==> src/rtl/zcnt_pkg.sv <==
package zcnt_pkg;
   typedef enum logic {ZC_LEAD = 1'b0, ZC_TRAIL = 1'b1} zc_dir_e;
   typedef enum logic {ZC_DWORD = 1'b0, ZC_WORD = 1'b1} zc_width_e;

   function automatic bit zc_is_pow2(input int v);
      return (v > 0) && ((v & (v - 1)) == 0);
   endfunction
endpackage

==> src/rtl/zcnt_operand_prep.sv <==
module zcnt_operand_prep
   import zcnt_pkg::*;
#(
   parameter int DATA_W = 64,
   parameter int WORD_W = 32
) (
   input  logic [DATA_W-1:0] operand_i,
   input  zc_dir_e           dir_i,
   input  zc_width_e         width_i,
   output logic [DATA_W-1:0] enc_in_o
);
   localparam int PAD_W = DATA_W - WORD_W;
   localparam logic [PAD_W-1:0] SENTINEL = PAD_W'(1) << (PAD_W - 1);

   logic [DATA_W-1:0] rev_full;
   logic [WORD_W-1:0] rev_word;

   for (genvar i = 0; i < DATA_W; i++) begin : g_rev_full
      assign rev_full[i] = operand_i[DATA_W-1-i];
   end
   for (genvar j = 0; j < WORD_W; j++) begin : g_rev_word
      assign rev_word[j] = operand_i[WORD_W-1-j];
   end

   always_comb begin
      unique case ({width_i, dir_i})
         {ZC_DWORD, ZC_LEAD}:  enc_in_o = operand_i;
         {ZC_DWORD, ZC_TRAIL}: enc_in_o = rev_full;
         {ZC_WORD,  ZC_LEAD}:  enc_in_o = {operand_i[WORD_W-1:0], SENTINEL};
         default:              enc_in_o = {rev_word, SENTINEL};
      endcase
   end

   always_comb begin
      if (width_i == ZC_WORD)
         p_sentinel_set_r7: assert (enc_in_o[PAD_W-1] == 1'b1)
            else $error("word mode lost its sentinel bit");
   end
endmodule

==> src/rtl/zcnt_group_enc.sv <==
module zcnt_group_enc #(
   parameter int GRP_W = 4,
   localparam int IDX_W = $clog2(GRP_W)
) (
   input  logic [GRP_W-1:0] bits_i,
   output logic             any_o,
   output logic [IDX_W-1:0] idx_o
);
   always_comb begin
      idx_o = '0;
      for (int b = 0; b < GRP_W; b++) begin
         if (bits_i[b]) idx_o = IDX_W'(b);
      end
   end
   assign any_o = |bits_i;

   always_comb begin
      if (any_o)
         p_grp_highest_r10: assert ((bits_i >> idx_o) == GRP_W'(1))
            else $error("group encoder did not pick the top set bit");
   end
endmodule

==> src/rtl/zcnt_prio_enc.sv <==
module zcnt_prio_enc #(
   parameter int DATA_W = 64,
   parameter int GRP_W  = 4,
   localparam int CNT_W = $clog2(DATA_W + 1)
) (
   input  logic [DATA_W-1:0] data_i,
   output logic [CNT_W-1:0]  cnt_o
);
   localparam int NGRP   = DATA_W / GRP_W;
   localparam int IDX_W  = $clog2(GRP_W);
   localparam int GSEL_W = $clog2(NGRP);
   localparam int POS_W  = GSEL_W + IDX_W;

   logic [NGRP-1:0]  grp_any;
   logic [IDX_W-1:0] grp_idx [NGRP];
   logic [GSEL_W-1:0] sel;
   logic [POS_W-1:0]  pos;
   logic              found;

   for (genvar g = 0; g < NGRP; g++) begin : g_grp
      zcnt_group_enc #(.GRP_W(GRP_W)) i_grp (
         .bits_i (data_i[g*GRP_W +: GRP_W]),
         .any_o  (grp_any[g]),
         .idx_o  (grp_idx[g])
      );
   end

   always_comb begin
      sel = '0;
      for (int g = 0; g < NGRP; g++) begin
         if (grp_any[g]) sel = GSEL_W'(g);
      end
   end

   assign found = |grp_any;
   assign pos   = {sel, grp_idx[sel]};
   assign cnt_o = found ? (CNT_W'(DATA_W - 1) - CNT_W'(pos)) : CNT_W'(DATA_W);

   always_comb begin
      if (found) begin
         p_enc_first_one_r1: assert (((data_i << cnt_o) >> (DATA_W - 1)) == DATA_W'(1))
            else $error("encoder count does not land on the first one");
      end else begin
         p_enc_empty_r3: assert (data_i == '0 && cnt_o == CNT_W'(DATA_W))
            else $error("encoder empty case mismatch");
      end
   end
endmodule

==> src/rtl/zero_count_unit.sv <==
module zero_count_unit
   import zcnt_pkg::*;
#(
   parameter int DATA_W = 64,
   parameter int WORD_W = 32,
   parameter int GRP_W  = 4
) (
   input  logic [DATA_W-1:0] operand_i,
   input  logic              trail_i,
   input  logic              word_i,
   output logic [DATA_W-1:0] count_o
);
   localparam int CNT_W = $clog2(DATA_W + 1);

   if (!zc_is_pow2(GRP_W) || GRP_W < 2) begin : g_bad_grp
      $error("GRP_W must be a power of two of at least 2");
   end
   if (DATA_W % GRP_W != 0 || DATA_W / GRP_W < 2 || !zc_is_pow2(DATA_W / GRP_W)) begin : g_bad_data
      $error("DATA_W must be a power-of-two count (>=2) of groups");
   end
   if (WORD_W < 1 || DATA_W - WORD_W < 1) begin : g_bad_word
      $error("WORD_W must be narrower than DATA_W");
   end

   zc_dir_e           dir;
   zc_width_e         width;
   logic [DATA_W-1:0] enc_in;
   logic [CNT_W-1:0]  cnt;

   assign dir   = zc_dir_e'(trail_i);
   assign width = zc_width_e'(word_i);

   zcnt_operand_prep #(.DATA_W(DATA_W), .WORD_W(WORD_W)) i_prep (
      .operand_i (operand_i),
      .dir_i     (dir),
      .width_i   (width),
      .enc_in_o  (enc_in)
   );

   zcnt_prio_enc #(.DATA_W(DATA_W), .GRP_W(GRP_W)) i_enc (
      .data_i (enc_in),
      .cnt_o  (cnt)
   );

   assign count_o = {{(DATA_W - CNT_W){1'b0}}, cnt};

   always_comb begin
      if (!word_i && operand_i == '0)
         p_full_zero_r3: assert (count_o == DATA_W'(DATA_W))
            else $error("all-zero doubleword not counted as full width");
      if (word_i)
         p_word_bound_r7: assert (count_o <= DATA_W'(WORD_W))
            else $error("word-mode count beyond word width");
      if (trail_i && !word_i && operand_i != '0)
         p_trail_first_one_r2: assert (((operand_i >> cnt) & DATA_W'(1)) == DATA_W'(1))
            else $error("trailing count does not reach the first one");
      if (!trail_i && word_i && operand_i[WORD_W-1:0] != '0)
         p_word_lead_r5: assert (((operand_i >> (CNT_W'(WORD_W - 1) - cnt)) & DATA_W'(1)) == DATA_W'(1))
            else $error("word leading count does not reach the first one");
   end
endmodule

==> config.mk <==
export PLATFORM = sky130hd
export DESIGN_NAME = zero_count_unit
export DESIGN_NICKNAME = d
export VERILOG_FILES = /design/src/rtl/zcnt_pkg.sv /design/src/rtl/zcnt_operand_prep.sv /design/src/rtl/zcnt_group_enc.sv /design/src/rtl/zcnt_prio_enc.sv /design/src/rtl/zero_count_unit.sv
export SDC_FILE = /design/constraint.sdc
export NUM_CORES = 1
export LEC_CHECK = 0
export ABC_AREA = 0
export BUFFER_PORTS_ARGS = -buffer_cell sky130_fd_sc_hd__buf_2
export CAP_MARGIN = 15
export CORE_UTILIZATION = 43
export DETAILED_ROUTE_END_ITERATION = 10
export PLACE_DENSITY_LB_ADDON = 0.08
export SLEW_MARGIN = 20
export SYNTH_ARGS = -nofsm -noshare
export SYNTH_HDL_FRONTEND = slang
export SYNTH_SLANG_ARGS = --single-unit
==> constraint.sdc <==
create_clock -name vclk -period 4.05
set_clock_uncertainty 0.05 [all_clocks]
set_input_delay 0.81 -clock vclk [all_inputs]
set_output_delay 0.81 -clock vclk [all_outputs]
set_load 0.1 [all_outputs]
Yosys cells after proc, flatten, opt, wreduce, memory -nomap -nowiden
Cells that the tools add are included.
{"block": "totals", "mem_count": 0, "ram_bits": 0, "out_inout_bits": 64, "mem_bits_ro": 0, "register_bits": 0, "latch_bits": 0, "word_cells": 90, "inputBits": 66}
{"block": "op_classes", "n_shift": 0, "mul": 0, "n_reduce_logical": 17, "n_div": 0, "bitwise_logic": 1, "addsub": 1, "eq_ne": 2, "muxes": 68, "n_lt_le_gt_ge": 1}
{"operator": "64-bit case mux with 3 select lines", "count": 1}
{"operator": "2-bit two-way mux", "count": 36}
{"operator": "64-bit OR reduction", "count": 1}
{"operator": "4-bit OR reduction", "count": 15}
{"operator": "4-bit two-way mux", "count": 8}
{"operator": "1-bit two-way mux", "count": 17}
{"operator": "3-bit two-way mux", "count": 4}
{"operator": "2-bit binary-select mux with 4-bit select", "count": 1}
{"operator": "7-bit two-way mux", "count": 1}
{"operator": "6-bit by 6-bit subtractor with 7-bit output (first input constant)", "count": 1}
{"operator": "5-bit greater-or-equal comparator (second input constant)", "count": 1}
{"operator": "4-bit NOT with 5-bit output", "count": 1}
{"operator": "2-bit by 1-bit == test with 1-bit output (second input constant)", "count": 1}
{"operator": "2-bit == test (second input constant)", "count": 1}
{"operator": "2-bit logical NOT", "count": 1}

Logic depth before layout (Yosys ltp)
Gate-level depths: netlist (run 1).
{"block": "logic_depth", "ltp_word": 24, "depth_mapped": 14, "ltp_nobuf": 10}

Modules after synthesis
From an unflattened synthesis (run 1), not the netlist that was laid out.
{"block": "hier_totals", "cells_unflattened": 394, "hier_area_um2": 2622.5}
{"mod": "zcnt_operand_prep", "area_per_inst_um2": 1236.2, "seq_area_each_um2": 0.0, "cells_per_inst": 178, "instances": 1}
{"mod": "zcnt_prio_enc", "area_per_inst_um2": 574.3, "seq_area_each_um2": 0.0, "cells_per_inst": 94, "instances": 1}
{"mod": "zero_count_unit", "area_per_inst_um2": 431.7, "seq_area_each_um2": 0.0, "cells_per_inst": 58, "instances": 1}
{"mod": "zcnt_group_enc", "area_per_inst_um2": 23.8, "seq_area_each_um2": 0.0, "cells_per_inst": 4, "instances": 16}

Worst setup path after synthesis (run 1)
No wires, ideal clock.
{"block": "synth_timing", "path_type": "input -> output", "from": "input trail_i", "to": "output count_o[1]", "n_path_buf": 3, "arrival_time_ns": 5.765, "setup_slack_ns": -2.575, "cell_stages": 11, "required_time_ns": 3.190, "cell_sequence": "buf_2 -> buf_2 -> buf_2 -> mux2i_1 -> nand4_1 -> or2_1 -> nor3_1 -> nand2_1 -> nor2_1 -> nand2_1 -> o221ai_1"}
{"block": "synth_between", "elab_chain_cells": 24, "word_cells_on_any_way": 89, "classes_between": "add/sub: 1; eq/ne: 2; mux: 68; bitwise: 1; reduce/logical: 17"}
{"element": "start: declaration", "line": "zero_count_unit.sv:9", "rtl": "input logic trail_i,"}
{"element": "2-bit == test (tied with other cells)", "line": "zcnt_operand_prep.sv:26", "rtl": "unique case ({width_i, dir_i})"}
{"element": "64-bit case mux with 3 select lines (*)", "line": "zcnt_operand_prep.sv:26"}
{"element": "4-bit OR reduction", "line": "zcnt_group_enc.sv:15", "rtl": "assign any_o = |bits_i;"}
{"element": "1-bit two-way mux", "line": "zcnt_prio_enc.sv:31", "rtl": "if (grp_any[g]) sel = GSEL_W'(g);"}
{"element": "2-bit two-way mux (2 in series)", "line": "zcnt_prio_enc.sv:31"}
{"element": "3-bit two-way mux (4 in series)", "line": "zcnt_prio_enc.sv:31"}
{"element": "4-bit two-way mux (8 in series)", "line": "zcnt_prio_enc.sv:31"}
{"element": "4-bit NOT with 5-bit output (implied by the code)", "line": "zcnt_prio_enc.sv:36", "rtl": "assign pos = {sel, grp_idx[sel]};"}
{"element": "2-bit binary-select mux with 4-bit select", "line": "zcnt_prio_enc.sv:36"}
{"element": "2-bit two-way mux (implied by the code) (2 in series)", "line": "zcnt_prio_enc.sv:36"}
{"element": "6-bit by 6-bit subtractor with 7-bit output", "line": "zcnt_prio_enc.sv:37", "rtl": "assign cnt_o = found ? (CNT_W'(DATA_W - 1) - CNT_W'(pos)) : CNT_W'(DATA_W);"}
{"element": "7-bit two-way mux (*)", "line": "zcnt_prio_enc.sv:37"}
{"element": "end: declaration", "line": "zero_count_unit.sv:11", "rtl": "output logic [DATA_W-1:0] count_o"}
Every way passes the cells marked *; elsewhere a longest branch is shown, timed or not. The select of a mux whose other input is x is not followed.

Worst setup path in the final report (run 1)
{"block": "layout_timing", "from": "input word_i", "to": "output count_o[0]"}
{"block": "layout_between", "elab_chain_cells": 24, "word_cells_on_any_way": 89, "classes_between": "add/sub: 1; eq/ne: 2; mux: 68; bitwise: 1; reduce/logical: 17"}
{"element": "start: declaration", "line": "zero_count_unit.sv:10", "rtl": "input logic word_i,"}
{"element": "2-bit == test (tied with other cells)", "line": "zcnt_operand_prep.sv:26"}
{"element": "64-bit case mux with 3 select lines (*)", "line": "zcnt_operand_prep.sv:26"}
{"element": "4-bit OR reduction", "line": "zcnt_group_enc.sv:15"}
{"element": "1-bit two-way mux", "line": "zcnt_prio_enc.sv:31"}
{"element": "2-bit two-way mux (2 in series)", "line": "zcnt_prio_enc.sv:31"}
{"element": "3-bit two-way mux (4 in series)", "line": "zcnt_prio_enc.sv:31"}
{"element": "4-bit two-way mux (8 in series)", "line": "zcnt_prio_enc.sv:31"}
{"element": "4-bit NOT with 5-bit output (implied by the code)", "line": "zcnt_prio_enc.sv:36"}
{"element": "2-bit binary-select mux with 4-bit select", "line": "zcnt_prio_enc.sv:36"}
{"element": "2-bit two-way mux (implied by the code) (2 in series)", "line": "zcnt_prio_enc.sv:36"}
{"element": "6-bit by 6-bit subtractor with 7-bit output", "line": "zcnt_prio_enc.sv:37"}
{"element": "7-bit two-way mux (*)", "line": "zcnt_prio_enc.sv:37"}
Marked as above.

==> results of run 1 <==
final cells by class:
class                           count  area, sq um  area share [%]
Inverter                           19         71.3            1.76
Multi-Input combinational cell    301         2270            56.0
Tap cell                           70         87.6            2.16
Timing Repair Buffer              206         1620            40.1
per-stage QoR:
step / setup slack [ns] / hold WS [ns] / power [mW] / setup TNS [ns] / cells
3_3_place_gp: -0.581 / 2.48 / 0.589 / -1.44 / 578
3_5_place_dp: -0.728 / 2.50 / 0.594 / -1.97 / 578
5_1_grt: -0.677 / 2.47 / 0.695 / -1.47 / 596
4_1_cts: -0.400 / 2.48 / 0.614 / -0.848 / 588
2_1_floorplan: -0.490 / 2.04 / 0.458 / -1.11 / 394
6_report: -0.455 / 2.44 / 0.663 / -0.908 / 596
worst max-delay path, stage by stage:
cell and delay (ns):
buf_12 0.12, buf_8 0.15, mux2_2 0.34, mux2i_1 0.28, nand4_1 0.18, a21oi_1 0.20
o21ai_1 0.12, a21oi_2 0.32, mux2_4 0.36, a2111oi_4 0.40, a21oi_4 0.07, o221ai_4 0.08
buf_12 0.20
routing by layer:
metal | part of all wire, % | routed length (microns) | vias up | track usage, %
met5 | 0 | 0 | - | 0
met4 | 4.5 | 414 | 0 | 11.0
met3 | 6.0 | 547 | 36 | 3.13
met2 | 51 | 4630 | 150 | 52.0
met1 | 39 | 3540 | 1445 | 34.2
li1 | - | - | 1494 | -
timing repair:
action | in CTS | in global routing
hold buffers | 0 | 0
pin swaps | 14 | 10
cloned | 1 | 2
endpoints found under the setup margin | 6 | 7
hold endpoints to repair | 0 | 0
gates resized for setup | 27 | 36
setup buffers | 9 | 7
worst min-delay path by stage:
stage | start | to | slack (ns)
2_1_floorplan | operand_i[19] | count_o[5] | 2.04
3_3_place_gp | operand_i[20] | count_o[1] | 2.48
4_1_cts | word_i | count_o[0] | 2.48
5_1_grt | word_i | count_o[0] | 2.47
3_5_place_dp | operand_i[20] | count_o[1] | 2.50
6_report | word_i | count_o[0] | 2.44
report_power, final:
group	internal, mW	switching [mW]	total (mW)
logic	0.229	0.434	0.663
registers	0	0	0
clock network	0	0	0
total	0.229	0.434	0.663
logic make-up after synthesis:
group	after synthesis
simple gates	108
buf+inv	93
other cells	1
mux	63
compound gates	73
cell usage in the layout (no fill, tap or decap), types with 3 or more instances in the layout:
cell type / synthesis / final
buf_4: 58 / 121
buf_2: 10 / 64
conb_1: 1 / 57
nor2_1: 39 / 37
mux2_2: 26 / 24
mux2i_1: 33 / 22
inv_1: 19 / 18
a21oi_1: 18 / 16
buf_12: 0 / 12
nand2_1: 13 / 11
a211oi_1: 13 / 10
nand4_1: 9 / 9
nor3_1: 11 / 8
mux2i_2: 0 / 8
o21ai_0: 11 / 8
nand2b_1: 8 / 7
o22a_1: 4 / 4
o22ai_1: 6 / 4
mux2_4: 1 / 4
o21ai_1: 1 / 4
nand3_1: 4 / 4
nor2b_1: 6 / 4
buf_6: 4 / 4
mux2i_4: 0 / 3
a211oi_2: 0 / 3
==> metrics.yaml, run 1 <==
yosys:
  synthMuxAreaShare_pct: 28.6
  netlist_area_sq_mm: 0.00235
  yosys_warnings: 0
  synth-simple-area-share_pct: 23.4
  synth_top_family_by_area: "multiplexers"
  yosysTopAreaCell: "buf_4"
  synth_top_area_share_pct: 18.5
  synth_fa_ha_area_share_pct: 0
  synth-compound-area-share_pct: 21.9
  synthMostInstantiatedCell: "buf_4"
  synth-xor-area-share_pct: 0
  syn_avg_cell_area_sq_um: 6.95
  synthCells: 338
  yosys-top-cells-count: "buf_4, nor2_1, mux2i_1"
  synth_cell_types: 49
  synth_area_leaders: "buf_4, mux2i_1, mux2_2"
  seq_area_frac_synth_pct: 0
detailed_routing:
  wl_per_cell_microns: 15.3
  routed_via_density: 5.24
  first_pass_iters: 4
  drt_wl_total_microns: 9140
  drtIter0Drc: 143
  drc: 0
  ant_nets: 0
  vias: 3125
sta:
  maxClockFrequency_ghz: 0.222
  fin_crit_ns: 4.51
  tightest_slew_ns: 0.544
  drv_slew: 0
  finalHoldViolCount: 0
  slew_headroom_pct: 63.5
  grt_setup_unrepaired: "yes"
  fin_crit_sh_pct: 111
  finalWorstSetupSlack_ns: -0.455
  setup_viol: 2
floorplanning:
  start_util_pct: 45.4
  io_pins: 130
  core-area_sq_mm: 0.00517
  die-width_microns: 75.9
  rows: 26
  die_h_microns: 75.9
  dieArea_sq_mm: 0.00576
finish:
  utilization_pct: 78.3
  nNetsFinal: 594
  final-seq-area_sq_um: 0
  fill_cells: 384
  seq_cells: 0
  areaGrowthSynthToFinish_pct: 72.3
  n_antenna_cell: 0
  drive_gt1_share_pct: 53.6
  clkbuf_count: 0
  fin_area_sq_mm: 0.00405
setup_path:
  crit_type: "in -> out"
  end_kind: "output port"
  start_kind: "primary input"
  critPathRequiredTime_ns: 3.19
  crit_end: "count_o[0]"
  cp_max_fo: 12
  arrival_ns: 3.65
  cp-startpoint: "word_i"
job:
  drv_cap: 0
power:
  power.leakage_nw: 1.99
  power_density_mw_per_mm2: 164
  ir_drop_mv: 0.166
place:
  place.gp.congestion: 0.944
  placed_area_sq_mm: 0.00358
  port_buffers: 73
  hpwl_microns: 6740
global_routing:
  grt_overflow: 0
  grt_pass1_vias: 2957
  grt_pass1_wl_microns: 13800
  grt_max_degree: 16
  grt_use_total_pct: 28.6
  grt_antenna_before_repair: 0
hold_path:
  hold_path.class: "in -> out"
  hold_depth: 6
status:
  outcome: "complete, but fails checks"
  violations: "setup timing"
Note: power is estimated with default switching activity, not from simulation.
==> inputs of run 2 (changes only) <==
CAP_MARGIN = 20   (was 15)
CORE_ASPECT_RATIO = 0.75   (was unset)
==> run 2 against run 1 <==
Compared with the run above:
- the flow still finishes with violations (setup timing)
- cell count grew 2.7%
- global-route usage grew 1.5 points
- non-clock buffer count grew 14
- largest power group unchanged
- highest routed layer unchanged
- sequential share of layout area is the same
- wire length grew 3.7%
- first-iteration DRC count grew 41%
- maximum frequency shrank 1.7%
- design area grew 2.9%
- largest cell class unchanged
==> metrics.yaml, run 2 (synthesis results as in run 1) <==
sta:
  maxClockFrequency_ghz: 0.218
  finalWorstSetupSlack_ns: -0.533
  slew_headroom_pct: 66.5
  setup_viol: 7
  holdWs_ns: 2.46
  fin_crit_sh_pct: 113
  setup_tns_ns: -1.65
  fin_crit_ns: 4.58
  grt_setup_unrepaired: "yes"
  tightest_slew_ns: 0.500
  drv_slew: 0
  finalHoldViolCount: 0
finish:
  nNetsFinal: 608
  utilization_pct: 82.2
  seq_cells: 0
  final_cell_mix: "buf_4, buf_2, conb_1, nor2_1, mux2_2"
  drive_gt1_share_pct: 56.5
  clkbuf_count: 0
  n_antenna_cell: 0
  final_common_cell: "buf_4"
  areaGrowthSynthToFinish_pct: 77.2
  final_cells: 612
  final-seq-area_sq_um: 0
  fin_area_sq_mm: 0.00416
global_routing:
  grt_antenna_before_repair: 0
  grt_use_total_pct: 30.1
  grt_max_degree: 26
  grt_pass1_wl_microns: 13700
  grt_overflow: 0
  grt_pass1_vias: 2926
power:
  finalPower_mw: 0.678
  ir_drop_mv: 0.174
  power_density_mw_per_mm2: 163
  power.leakage_nw: 2.08
clock_network:
  ctsHoldBuffers: 0
hold_path:
  hold_path.class: "in -> out"
setup_path:
  crit_type: "in -> out"
  arrival_ns: 3.72
  crit_path_max_incr_delay_ns: 0.37
  cp_max_fo: 6
  cp_cell_sequence: "buf_8 -> buf_6 -> buf_12 -> buf_8 -> mux2_2 -> mux2i_2 -> nand4_1 -> or2_4 -> nor3_4 -> buf_6 -> buf_4 -> mux2_4 -> a21oi_4 -> o221ai_4 -> buf_12"
  path_delay_family: "simple AND/OR/NAND/NOR gates"
  critPathSlowestCell: "nor3_4"
  worst-path-buf-inv: 7
  start_kind: "primary input"
  end_kind: "output port"
  critPathRequiredTime_ns: 3.19
status:
  outcome: "complete, but fails checks"
  violations: "setup timing"
job:
  drv_cap: 0
place:
  post-place-ws_ns: -0.625
  placed_area_sq_mm: 0.00366
  port_buffers: 73
  hpwl_microns: 7050
  dpl.cell_count: 592
  place.gp.congestion: 0.911
floorplanning:
  die-width_microns: 87.4
  io_pins: 130
  core-area_sq_mm: 0.00506
  start_util_pct: 46.4
  die_h_microns: 66.0
  rows: 22
  dieArea_sq_mm: 0.00577
detailed_routing:
  first_pass_iters: 5
  wl_per_cell_microns: 15.5
  routed_via_density: 5.21
  vias: 3186
  ant_nets: 0
  drtIter0Drc: 202
  drt_wl_total_microns: 9480
  drc: 0
==> run 2: changes by cell type in the layout (fill, tap and decap cells not counted), sizes merged <==
cell,previous run,this run
buf,204,220
clkbuf,2,0
inv,19,18
clkinvlp,0,1
==> run 2: final cells by class <==
| class | count | area (sq um) |
|---|---|---|
| Fill cell | 348 | 901 |
| Tap cell | 72 | 90.1 |
| Inverter | 19 | 75.1 |
| Timing Repair Buffer | 220 | 1690 |
| Multi-Input combinational cell | 301 | 2310 |
==> run 2: timing repair <==
action,4_1_cts,5_1_grt
endpoints found under the hold margin,0,0
pin swaps,19,18
setup endpoints to repair,7,7
gates resized for setup,65,19
setup buffers,16,8
==> run 2: per-layer routing <==
layer  GRT usage [%]  part of all wire, %
met1            38.5                   42
met5               0                    0
met3            1.25                  5.5
met2            55.3                   50
met4            7.79                  3.3
==> run 2: worst paths after layout <==
check             startpoint  slack, ns  cells after the start    endpoint
setup / recovery      word_i      -0.53                     15  count_o[0]
hold / removal        word_i       2.46                      7  count_o[0]
==> run 2: where the power goes <==
| group | switching (mW) | leakage, nW | total [mW] | internal [mW] |
|---|---|---|---|---|
| clock | 0 | 0 | 0 | 0 |
| sequential | 0 | 0 | 0 | 0 |
| combinational | 0.442 | 2.08 | 0.678 | 0.235 |
==> inputs of run 3 (changes only) <==
CORE_ASPECT_RATIO = 1.5   (was 0.75)
==> run 3 against run 2 <==
Compared with the run above:
- the run still ends with setup timing left
- wire length fell by 3.5%
- non-clock buffer count is 15 lower
- via count down 0.94%
- maximum frequency increased by 0.95%
- power down 2.8%
- largest cell class unchanged
- largest power group unchanged
- highest routed layer unchanged
==> metrics.yaml, run 3 (synthesis results as in run 1) <==
hold_path:
  min_from: "operand_i[56]"
  holdPathEnd: "count_o[0]"
  hold_depth: 8
  hold_path.class: "in -> out"
detailed_routing:
  drtIter0Drc: 157
  first_pass_iters: 4
  ant_nets: 0
  drt_wl_total_microns: 9150
  wl_per_cell_microns: 15.4
  routed_via_density: 5.30
  drc: 0
  vias: 3156
finish:
  nNetsFinal: 595
  seq_cells: 0
  final_cell_mix: "buf_4, buf_2, conb_1, nor2_1"
  n_antenna_cell: 0
  clkbuf_count: 0
  final_common_cell: "buf_4"
  areaGrowthSynthToFinish_pct: 73.1
  final-seq-area_sq_um: 0
  drive_gt1_share_pct: 54.5
  fill_cells: 396
setup_path:
  arrival_ns: 3.68
  crit_type: "in -> out"
  start_kind: "primary input"
  critPathRequiredTime_ns: 3.19
  end_kind: "output port"
  cp_max_fo: 6
power:
  power_density_mw_per_mm2: 162
  finalPower_mw: 0.658
  power.leakage_nw: 2.01
  ir_drop_mv: 0.150
global_routing:
  grt_use_total_pct: 30.3
  grt_overflow: 0
  grt_pass1_wl_microns: 14000
  grt_pass1_vias: 3032
  grt_antenna_before_repair: 0
  grt_max_degree: 18
sta:
  finalHoldViolCount: 0
  drv_slew: 0
  maxClockFrequency_ghz: 0.220
  fin_crit_ns: 4.54
  grt_setup_unrepaired: "yes"
  setup_viol: 6
  finalWorstSetupSlack_ns: -0.490
  tightest_slew_ns: 0.623
  fin_crit_sh_pct: 112
  slew_headroom_pct: 58.0
  setup_tns_ns: -1.18
floorplanning:
  core-area_sq_mm: 0.00520
  dieArea_sq_mm: 0.00577
  die-width_microns: 62.4
  die_h_microns: 92.5
  start_util_pct: 45.1
  rows: 32
  io_pins: 130
status:
  outcome: "complete, but fails checks"
  violations: "setup timing"
job:
  drv_cap: 0
place:
  place.gp.congestion: 1.06
  hpwl_microns: 6930
  port_buffers: 73
run 3: timing repair:
action / CTS / global route
endpoints found under the setup margin: 7 / 7
pin swaps: 17 / 13
endpoints found under the hold margin: 0 / 0
buffers inserted: 14 / 7
hold buffers: 0 / 0
cloned: 2 / 1
gates resized for setup: 52 / 28
run 3: cell type report:
class / instances / area, sq um / area share [%]
well taps: 68 / 85.1 / 2.09
inverters: 19 / 71.3 / 1.75
repair buffers: 205 / 1580 / 38.7
multi-input cells: 303 / 2330 / 57.4
run 3: how the worst max path moves through the flow:
stage / from / end / slack (ns) / cells past startpoint
after floorplan: word_i / count_o[0] / -0.49 / 12
after global placement: word_i / count_o[1] / -0.80 / 14
after detailed placement: word_i / count_o[0] / -0.78 / 14
after CTS: trail_i / count_o[1] / -0.42 / 13
after global routing: word_i / count_o[1] / -0.60 / 16
final: word_i / count_o[1] / -0.49 / 14
run 3: metrics by stage:
stage               hold slack (ns)  utilization [%]  setup WS (ns)  std cells  area, sq um
finish                         2.50             78.1         -0.490        595         4070
global route                   2.54             78.1         -0.599        595         4070
CTS                            2.42             73.9         -0.425        587         3840
detailed placement             2.50             67.7         -0.777        572         3520
global placement               2.48             67.7         -0.801        572         3520
floorplan                      2.04                -         -0.490        394         2710
run 3: metal layers:
layer / share of wire (%) / vias up / GRT usage (%)
met2: 53 / 148 / 60.2
li1: - / 1495 / -
met3: 5.4 / 37 / 2.46
met5: 0 / - / 0
met1: 36 / 1476 / 30.5
met4: 5.1 / 0 / 16.9
run 3: worst max-delay path: stages:
cell and delay (ns):
buf_12 0.12, or2_4 0.31, o22a_1 0.23, nor4bb_4 0.18, or4_4 0.45, a2111oi_4 0.29
buf_4 0.19, nor3_4 0.07, buf_6 0.13, nand3b_1 0.14, o41ai_4 0.10, a311oi_2 0.29
o221ai_4 0.17, buf_12 0.19
run 3: power breakdown:
group / internal (mW) / leakage, nW / switching (mW)
clock: 0 / 0 / 0
sequential: 0 / 0 / 0
combinational: 0.224 / 2.01 / 0.434
total: 0.224 / 2.01 / 0.434
